### config.mk
export PLATFORM = sky130hd
export DESIGN_NAME = event_timer
export DESIGN_NICKNAME = d
export VERILOG_FILES = /design/src/rtl/etmr_pkg.sv /design/src/rtl/etmr_counter.sv /design/src/rtl/etmr_channel.sv /design/src/rtl/etmr_irq_route.sv /design/src/rtl/event_timer.sv
export SDC_FILE = /design/constraint.sdc
export NUM_CORES = 1
export LEC_CHECK = 0
export ABC_AREA = 1
export CAP_MARGIN = 30
export CELL_PAD_IN_SITES_DETAIL_PLACEMENT = 0
export CELL_PAD_IN_SITES_GLOBAL_PLACEMENT = 1
export CORE_UTILIZATION = 42
export CTS_CLUSTER_DIAMETER = 40
export DETAILED_ROUTE_END_ITERATION = 10
export PLACE_DENSITY_LB_ADDON = 0.1
export SLEW_MARGIN = 20
export SYNTH_ARGS = -nofsm -noshare
export SYNTH_HDL_FRONTEND = slang
export SYNTH_SLANG_ARGS = --single-unit
### constraint.sdc
create_clock -name clk -period 2.3 [get_ports clk]
set_input_delay 0.345 -clock clk [delete_from_list [all_inputs] [get_ports clk]]
set_output_delay 0.345 -clock clk [all_outputs]
set_load 0.01 [all_outputs]
### src/rtl/etmr_pkg.sv
package etmr_pkg;
  typedef enum logic [2:0] {
    A_CAP   = 3'd0,
    A_GCFG  = 3'd1,
    A_STAT  = 3'd2,
    A_COUNT = 3'd3,
    A_CHCFG = 3'd4,
    A_CMP   = 3'd5
  } reg_addr_e;

  localparam int GC_RUN  = 0;
  localparam int GC_LEG  = 1;
  localparam int CH_IEN  = 0;
  localparam int CH_PER  = 1;
  localparam int CH_SETV = 2;
  localparam int CH_N32  = 3;
  localparam int CAP_LEG = 0;
endpackage

### src/rtl/etmr_counter.sv
module etmr_counter #(
  parameter int W = 48
) (
  input  logic         clk,
  input  logic         rst_n,
  input  logic         run_i,
  input  logic         wr_i,
  input  logic [W-1:0] wdata_i,
  output logic [W-1:0] cnt_o
);
  logic [W-1:0] cnt_q;

  always_ff @(posedge clk or negedge rst_n) begin
    if (!rst_n)       cnt_q <= '0;
    else if (run_i)   cnt_q <= cnt_q + 1'b1;
    else if (wr_i)    cnt_q <= wdata_i;
  end

  assign cnt_o = cnt_q;

  p_hold_r2: assert property (@(posedge clk) disable iff (!rst_n)
    (!run_i && !wr_i) |=> cnt_q == $past(cnt_q));
  p_step_r2: assert property (@(posedge clk) disable iff (!rst_n)
    run_i |=> cnt_q == $past(cnt_q) + 1'b1);
  p_load_stopped_r3: assert property (@(posedge clk) disable iff (!rst_n)
    (!run_i && wr_i) |=> cnt_q == $past(wdata_i));
endmodule

### src/rtl/etmr_channel.sv
module etmr_channel
  import etmr_pkg::*;
#(
  parameter int W  = 48,
  parameter int NW = 32
) (
  input  logic         clk,
  input  logic         rst_n,
  input  logic         run_i,
  input  logic [W-1:0] cnt_i,
  input  logic         cfg_wr_i,
  input  logic         cmp_wr_i,
  input  logic         stat_clr_i,
  input  logic [W-1:0] wdata_i,
  output logic [3:0]   cfg_o,
  output logic [W-1:0] cmp_o,
  output logic         status_o
);
  localparam logic [W-1:0] LOW_MASK = {{(W-NW){1'b0}}, {NW{1'b1}}};

  logic         ien_q, per_q, n32_q, arm_q, second_q, status_q;
  logic [W-1:0] cmp_q, reload_q, cmp_mask, sum, next_cmp;
  logic         hit;

  assign cmp_mask = n32_q ? LOW_MASK : '1;
  assign hit      = run_i && (((cnt_i ^ cmp_q) & cmp_mask) == '0);
  assign sum      = cmp_q + reload_q;
  assign next_cmp = sum & cmp_mask;

  always_ff @(posedge clk or negedge rst_n) begin
    if (!rst_n) begin
      ien_q    <= 1'b0;
      per_q    <= 1'b0;
      n32_q    <= 1'b0;
      arm_q    <= 1'b0;
      second_q <= 1'b0;
      cmp_q    <= '1;
      reload_q <= '0;
      status_q <= 1'b0;
    end else begin
      if (cfg_wr_i) begin
        ien_q    <= wdata_i[CH_IEN];
        per_q    <= wdata_i[CH_PER];
        n32_q    <= wdata_i[CH_N32];
        arm_q    <= wdata_i[CH_SETV];
        second_q <= 1'b0;
      end
      if (cmp_wr_i) begin
        if (arm_q && second_q) begin
          reload_q <= wdata_i;
          arm_q    <= 1'b0;
          second_q <= 1'b0;
        end else begin
          cmp_q    <= wdata_i;
          reload_q <= wdata_i;
          if (arm_q) second_q <= 1'b1;
        end
      end else if (hit && per_q) begin
        cmp_q <= next_cmp;
      end
      if (hit && ien_q)    status_q <= 1'b1;
      else if (stat_clr_i) status_q <= 1'b0;
    end
  end

  assign cfg_o    = {n32_q, arm_q, per_q, ien_q};
  assign cmp_o    = cmp_q;
  assign status_o = status_q;

  p_status_set_r4: assert property (@(posedge clk) disable iff (!rst_n)
    (hit && ien_q) |=> status_q);
  p_oneshot_keep_r5: assert property (@(posedge clk) disable iff (!rst_n)
    (hit && !per_q && !cmp_wr_i) |=> cmp_q == $past(cmp_q));
  p_reload_add_r6: assert property (@(posedge clk) disable iff (!rst_n)
    (hit && per_q && !n32_q && !cmp_wr_i && !cfg_wr_i) |=>
      cmp_q == $past(cmp_q) + $past(reload_q));
  p_setv_clears_r8: assert property (@(posedge clk) disable iff (!rst_n)
    (arm_q && second_q && cmp_wr_i && !cfg_wr_i) |=> !arm_q);
endmodule

### src/rtl/etmr_irq_route.sv
module etmr_irq_route #(
  parameter bit LEG_CAP = 1'b1
) (
  input  logic status_i,
  input  logic legacy_i,
  output logic irq_chan_o,
  output logic irq_legacy_o
);
  logic steer;

  generate
    if (LEG_CAP) begin : g_leg
      assign steer = legacy_i;
    end else begin : g_noleg
      assign steer = 1'b0;
    end
  endgenerate

  assign irq_chan_o   = status_i && !steer;
  assign irq_legacy_o = status_i && steer;
endmodule

### src/rtl/event_timer.sv
module event_timer
  import etmr_pkg::*;
#(
  parameter int CNT_W   = 48,
  parameter int NARROW  = 32,
  parameter bit LEG_CAP = 1'b1
) (
  input  logic             clk,
  input  logic             rst_n,
  input  logic             bus_sel,
  input  logic             bus_we,
  input  logic [2:0]       bus_addr,
  input  logic [CNT_W-1:0] bus_wdata,
  output logic [CNT_W-1:0] bus_rdata,
  output logic             irq_chan,
  output logic             irq_legacy
);
  localparam logic [7:0] WIDTH_CODE = 8'(CNT_W);

  logic             wr_en;
  logic             run_q, legacy_q;
  logic [CNT_W-1:0] cnt;
  logic [CNT_W-1:0] cmp;
  logic [3:0]       ch_cfg;
  logic             status;
  reg_addr_e        addr;

  assign addr  = reg_addr_e'(bus_addr);
  assign wr_en = bus_sel && bus_we;

  always_ff @(posedge clk or negedge rst_n) begin
    if (!rst_n) begin
      run_q    <= 1'b0;
      legacy_q <= 1'b0;
    end else if (wr_en && addr == A_GCFG) begin
      run_q    <= bus_wdata[GC_RUN];
      legacy_q <= LEG_CAP && bus_wdata[GC_LEG];
    end
  end

  etmr_counter #(.W(CNT_W)) u_counter (
    .clk     (clk),
    .rst_n   (rst_n),
    .run_i   (run_q),
    .wr_i    (wr_en && addr == A_COUNT),
    .wdata_i (bus_wdata),
    .cnt_o   (cnt)
  );

  etmr_channel #(.W(CNT_W), .NW(NARROW)) u_channel (
    .clk        (clk),
    .rst_n      (rst_n),
    .run_i      (run_q),
    .cnt_i      (cnt),
    .cfg_wr_i   (wr_en && addr == A_CHCFG),
    .cmp_wr_i   (wr_en && addr == A_CMP),
    .stat_clr_i (wr_en && addr == A_STAT && bus_wdata[0]),
    .wdata_i    (bus_wdata),
    .cfg_o      (ch_cfg),
    .cmp_o      (cmp),
    .status_o   (status)
  );

  etmr_irq_route #(.LEG_CAP(LEG_CAP)) u_route (
    .status_i     (status),
    .legacy_i     (legacy_q),
    .irq_chan_o   (irq_chan),
    .irq_legacy_o (irq_legacy)
  );

  always_comb begin
    bus_rdata = '0;
    unique case (addr)
      A_CAP:   begin
                 bus_rdata[CAP_LEG] = LEG_CAP;
                 bus_rdata[15:8]    = WIDTH_CODE;
               end
      A_GCFG:  begin
                 bus_rdata[GC_RUN] = run_q;
                 bus_rdata[GC_LEG] = legacy_q;
               end
      A_STAT:  bus_rdata[0]   = status;
      A_COUNT: bus_rdata      = cnt;
      A_CHCFG: bus_rdata[3:0] = ch_cfg;
      A_CMP:   bus_rdata      = cmp;
      default: bus_rdata      = '0;
    endcase
  end

  p_one_line_r10: assert property (@(posedge clk) disable iff (!rst_n)
    !(irq_chan && irq_legacy));
  p_legacy_steer_r10: assert property (@(posedge clk) disable iff (!rst_n)
    (status && legacy_q) |-> (irq_legacy && !irq_chan));
  p_normal_steer_r4: assert property (@(posedge clk) disable iff (!rst_n)
    (status && !legacy_q) |-> (irq_chan && !irq_legacy));
endmodule

After elaboration in Yosys (flattened, before gate mapping). Cells that the tools add are included.

Add/sub/neg operators: 2. Multiply operators: 0. Div/mod/pow operators: 0. Order comparisons: 0. Eq/ne operators: 6. Shift operators: 0. Mux-type cells: 21. Bitwise operators: 3. Reductions and logical operators: 20.

Operator list (count): 48-bit two-way mux (6); 48-bit AND (2); 32-bit one-hot mux with 2 select lines (1); 48-bit by 1-bit adder with 48-bit output (second input constant) (1); 48-bit adder (1); 48-bit logical NOT (1); 48-bit bitwise XOR (1); 8-bit one-hot mux with 3 select lines (1); 1-bit logical AND (13); 1-bit two-way mux (9); 4-bit one-hot mux with 2 select lines (1); 3-bit by 2-bit == test with 1-bit output (second input constant) (2); 3-bit == test (second input constant) (2); 1-bit one-hot mux with 6 select lines (1); 2-bit one-hot mux with 3 select lines (1); 2-bit nonzero test (3); 1-bit one-hot mux with 4 select lines (1); 3-bit by 1-bit == test with 1-bit output (second input constant) (1); 3-bit logical NOT (1); 2-bit != test (second input constant) (1); 2-bit AND reduction (1); 1-bit logical NOT (1).

Register bits after elaboration: 152. Latch bits: 0. RAM bits: 0. Bits in read-only memories: 0. Bits of input ports: 55. Output and inout bits: 50. Word-level logic and storage cells: 63. Memories kept: 0.

Logic depth before layout (Yosys ltp).
Depth in word-level cells: 7. Depth in mapped cells: 16. Depth with buffers taken out: 16.

By module. A second synthesis with hierarchy kept.

Cell total of the unflattened synthesis: 2429. Area total of the unflattened synthesis: 13962.1 um^2.

Modules (own cells, without submodules): etmr_channel (instances 1, cells each 1614, area an instance 9293.9 um^2, sequential area each 2612.5 um^2); etmr_counter (instances 1, cells each 615, area an instance 3744.8 um^2, sequential area each 1201.2 um^2); event_timer (instances 1, cells each 196, area an instance 905.9 um^2, sequential area each 50.0 um^2); etmr_irq_route (instances 1, cells each 4, area an instance 17.5 um^2, sequential area each 0.0 um^2).

Worst setup path after synthesis. OpenSTA, ideal clock, no wires.

Path type: reg2reg. From: register u_channel.cmp_q[0], in the netlist u_channel.cmp_o[0]. To: register u_channel.cmp_q[28], in the netlist u_channel.cmp_o[28]. Library setup time: 0.060 ns. Arrival: 2.047 ns. Required time: 2.240 ns. Slack: 0.193 ns. Cell stages (with the launch flop): 15. Buffers on the path: 0. Clock period less this slack: 2.107 ns. Cells stage by stage: dfstp_2 -> ha_1 -> inv_1 -> fa_1 -> inv_1 -> nand3_1 -> nand3_1 -> nand3_1 -> nand3_1 -> nand3_1 -> nand2_1 -> nor2_1 -> o21ai_0 -> nand2_1 -> nand2_1.

Word-level cells in the longest chain between the ends: 7. Elaborated cells between the ends (all ways): 11. Classes of those cells: 1 x add/sub; 2 x mux; 3 x bitwise; 5 x reduce/logical.

Ends and longest elaborated chain: start, declared (RTL line etmr_channel.sv:22) `logic [W-1:0] cmp_q, reload_q, cmp_mask, sum, next_cmp;`; start signal, assigned (RTL line etmr_channel.sv:54) `cmp_q <= wdata_i;`; start signal, assigned (RTL line etmr_channel.sv:59) `cmp_q <= next_cmp;`; parallel branches: the longest is 7 deep, another holds 48-bit adder.

Parallel ways; which one is timed is not known. The select of a mux whose other input is x is not followed. A chain may end at the register's enable or synchronous reset.

Worst setup path in the final report.
From: register u_channel.cmp_q[8], in the netlist u_channel.cmp_o[8]. To: register u_channel.cmp_q[4], in the netlist u_channel.cmp_o[4].

Word-level cells in the longest chain between the ends: 7.

Ends and longest elaborated chain: 48-bit bitwise XOR (RTL line etmr_channel.sv:26) `assign hit = run_i && (((cnt_i ^ cmp_q) & cmp_mask) == '0);`; 48-bit AND (RTL line etmr_channel.sv:26); 48-bit logical NOT (RTL line etmr_channel.sv:26); 1-bit logical AND (RTL line etmr_channel.sv:26); 1-bit logical AND (RTL line etmr_channel.sv:58) `end else if (hit && per_q) begin`; 2-bit nonzero test (no source line); 2-bit AND reduction (no source line).

No other way between the ends.

==> flow_metrics.env <==
export IMPL_status="complete, but fails checks"
export IMPL_violations="negative setup slack"
export IMPL_worst_slack_ns=-0.0979
export IMPL_cpMaxStageDelayCell="dfstp_2"
export IMPL_viasPerCell=5.23
export IMPL_worstMarginPinSlew_ns=0.677
export IMPL_drt_wl_total_um=56500
export IMPL_synthesis_area_mm2=0.0133
export IMPL_synth_distinct_cells=41
export IMPL_yosysTopAreaCellShare_pct=28.2
export IMPL_synthSimpleGateAreaFrac_pct=43.1
export IMPL_critPathCaptureType="flip-flop"
export IMPL_synthTopCellsByCount="nand2_1, inv_1, nor2_1"
export IMPL_first_pass_iters=8
export IMPL_grt_pass1_vias=15037
export IMPL_slew_viol_final=0
export IMPL_synth_most_common_cell="nand2_1"
export IMPL_synth_top_family_by_area="simple AND/OR/NAND/NOR gates"
export IMPL_grt_overflow_total=0
export IMPL_h_tree_depth=4
export IMPL_synth_edf_count=0
export IMPL_grt_pass1_wl_um=84700
export IMPL_final_layout_size_suffix_gt1_share_pct=19.9
export IMPL_cp_required_ns=2.69
export IMPL_synth_fp_nets=2373
export IMPL_clockBufferDepth=2
export IMPL_antenna_found_initial=0
export IMPL_cp_max_fo=9
export IMPL_avgSynthCellArea_um2=5.87
export IMPL_fp_dieH_um=180
export IMPL_synth_warnings=0
export IMPL_place_congestion=0.993
export IMPL_fmax_mhz=417
export IMPL_clock_sinks=152
export IMPL_synth_fa_ha_area_share_pct=4.66
export IMPL_num_vias=15483
export IMPL_worstSetupStartpointType="flip-flop"
export IMPL_cp_cell_sequence="buf_12 > inv_2 > nand2_2 > nand2_2 > nor2_2 > nand2_1 > nor2_1 > nand2_1 > nor2_2 > nand4_1 > buf_4 > a21oi_4 > buf_6 > buf_8 > nand2_1 > nand2_1"
export IMPL_syn_to_final_growth_pct=32.7
export IMPL_finalCritPeriodShare_pct=104
export IMPL_start_util_pct=43.1
export IMPL_hp_class="input pin to async pin"
export IMPL_grt_usage_pct=34.6
export IMPL_dieArea_mm2=0.0324
export IMPL_core_area_mm2=0.0309
export IMPL_die_x_um=180
export IMPL_rsz0062_at_grt="yes"
export IMPL_slowest_delay_ns=0.58
export IMPL_pin_count=105
export IMPL_maxCapViolCount=0
export IMPL_synth_mux_area_share_pct=0
export IMPL_cts_root_buf="clkbuf_16"
export IMPL_tritoncts="built"
export IMPL_synthArstFlopShare_pct=100
export IMPL_num_rows=64
export IMPL_pre_cts_slack_ns=-0.283
export IMPL_drtIter0Drc=1263
export IMPL_setup_violations=48
export IMPL_drtAntennaViolNets=0
export IMPL_min_period_ns=2.40
export IMPL_clkLatencyLatePin_ns=0.46
export IMPL_clkTransAtPathRegs_ns=0.06
export IMPL_power_density_mw_per_mm2=1030
export IMPL_synthFlopType="dfrtp_1"
export IMPL_ir_drop_v=0.000952
export IMPL_port_buffers=104
export IMPL_ys_seq_elements=152
export IMPL_slew_headroom_pct=54.9
export IMPL_finalClockSkew_ns=0.0183
export IMPL_synth_yosys_seq_area_share_pct=29.0
export IMPL_synth_area_leaders="nand2_1, dfrtp_1, dfstp_2, inv_1, nand3_1"
export IMPL_n_antenna_cell=0
export IMPL_syn_inst=2269
export IMPL_stdcell_area_mm2=0.0177
export IMPL_drc=0
export IMPL_hpwl_um=44400
export IMPL_nets=2655
export IMPL_timing_worst_setup_path_type="flip-flop to flip-flop"
export IMPL_wl_per_cell_um=19.1
export IMPL_grt_max_degree=60
export IMPL_placed_area_mm2=0.0162
export IMPL_fin_hold_ws_ns=0.405
export IMPL_cp_common_cell="nand2_1"
export IMPL_synth_compound_area_share_pct=9.06
export IMPL_crit_arrival_ns=2.79
export IMPL_synthXorXnorAreaFrac_pct=2.69
export IMPL_leakage_nw=9.30
export IMPL_synth_top_area_cell="nand2_1"
export IMPL_finalHoldViolations=0
export IMPL_cts_buffers=17
## timing repair
item	in CTS	in global routing
gates cloned	2	2
resized for setup	89	226
pin swaps	10	53
endpoints found under the hold margin	22	0
setup endpoints to repair	75	91
hold buffers	1	0
buffers inserted	16	7
## routing by layer
layer,share of wire [%],track usage (%),vias to the layer above
met3,5.4,4.32,108
li1,-,-,7669
met4,5.1,16.5,0
met2,47,59.5,526
met1,42,42.9,7180
met5,0,0,-
## final cells by class
class | count | area, um2
clock buffers | 20 | 467
multi-input cells | 1723 | 8620
inverters | 340 | 1280
fillers | 3221 | 13200
repair buffers | 317 | 2840
well taps | 396 | 495
flip-flops and latches | 152 | 3860
clock inverters | 12 | 118
## per-stage QoR
| stage | instances | setup TNS, ns | utilization [%] | power (mW) |
|---|---|---|---|---|
| 3_5_place_dp | 2901 | -21.65 | 52.3 | 14.3 |
| 4_1_cts | 2951 | -0.0362 | 55.1 | 17.4 |
| 3_3_place_gp | 2901 | -15.51 | 52.3 | 14.2 |
| 6_report | 2960 | -2.83 | 57.2 | 18.2 |
| 5_1_grt | 2960 | -4.74 | 57.2 | 19.5 |
| 2_1_floorplan | 2269 | 0 | - | 9.91 |
## layout by cell type (no fill, tap or decap), drive strengths merged
cell type	instances
clkbuf	38
dlygate4sd2	21
nand4	32
nand3	151
ha	48
dfrtp	104
a21oi	54
nor2b	1
nand2	1004
clkdlybuf4s50	54
dfstp	48
buf	211
inv	341
a22oi	3
or2	11
bufinv	1
a21o	1
nor3	33
xnor2	10
a32o	1
o22ai	37
o32ai	1
clkinvlp	6
o211a	1
clkdlybuf4s15	11
o21bai	2
nor3b	2
o211ai	16
fa	1
nor4	4
xor2	31
nor2	180
nand3b	4
o221ai	8
dlygate4sd3	1
clkinv	4
o21ai	86
dlymetal6s2s	1
o31ai	1
## kinds of logic after synthesis
logic type | count (synthesis)
AND/OR/NAND/NOR | 1422
buffers and inverters | 394
AO/OA/AOI/OAI | 211
flip-flops | 152
adder cells (fa/ha/maj) | 49
XOR/XNOR | 41
## worst paths after layout
check / startpoint / to / slack (ns) / depth (start not counted)
max: u_channel.cmp_o[8] / u_channel.cmp_o[4] / -0.1 / 16
min: rst_n / u_channel.reload_q[38] / 0.41 / 2
max reg2reg: u_channel.cmp_o[8] / u_channel.cmp_o[4] / -0.1 / 16
min reg2reg: u_channel.reload_q[2] / u_channel.reload_q[2] / 0.48 / 2
max in group asynchronous: rst_n / u_channel.cmp_o[32] / 1.20 / 3
min in group clk: u_channel.reload_q[2] / u_channel.reload_q[2] / 0.48 / 2
## flip-flops by register name, indices dropped and copies added (netlist names)
signal and cells:
legacy_q 1, run_q 1, u_channel.arm_q 1, u_channel.cmp_o 48, u_channel.ien_q 1, u_channel.n32_q 1
u_channel.per_q 1, u_channel.reload_q 48, u_channel.second_q 1, u_channel.status_o 1, u_counter.cnt_o 48
## power breakdown
part | total, mW | internal, mW | switching (mW)
Clock | 2.89 | 1.59 | 1.30
Sequential | 4.82 | 3.77 | 1.05
Combinational | 10.5 | 4.34 | 6.16
## critical path, delay by kind of cell (launching register included)
family,cells,cell delay (ns)
AO/OA/AOI/OAI,1,0.16
buffers and inverters,5,0.64
flip-flops,1,0.58
AND/OR/NAND/NOR,10,0.93
No activity file was read; power rests on OpenSTA's default activity.
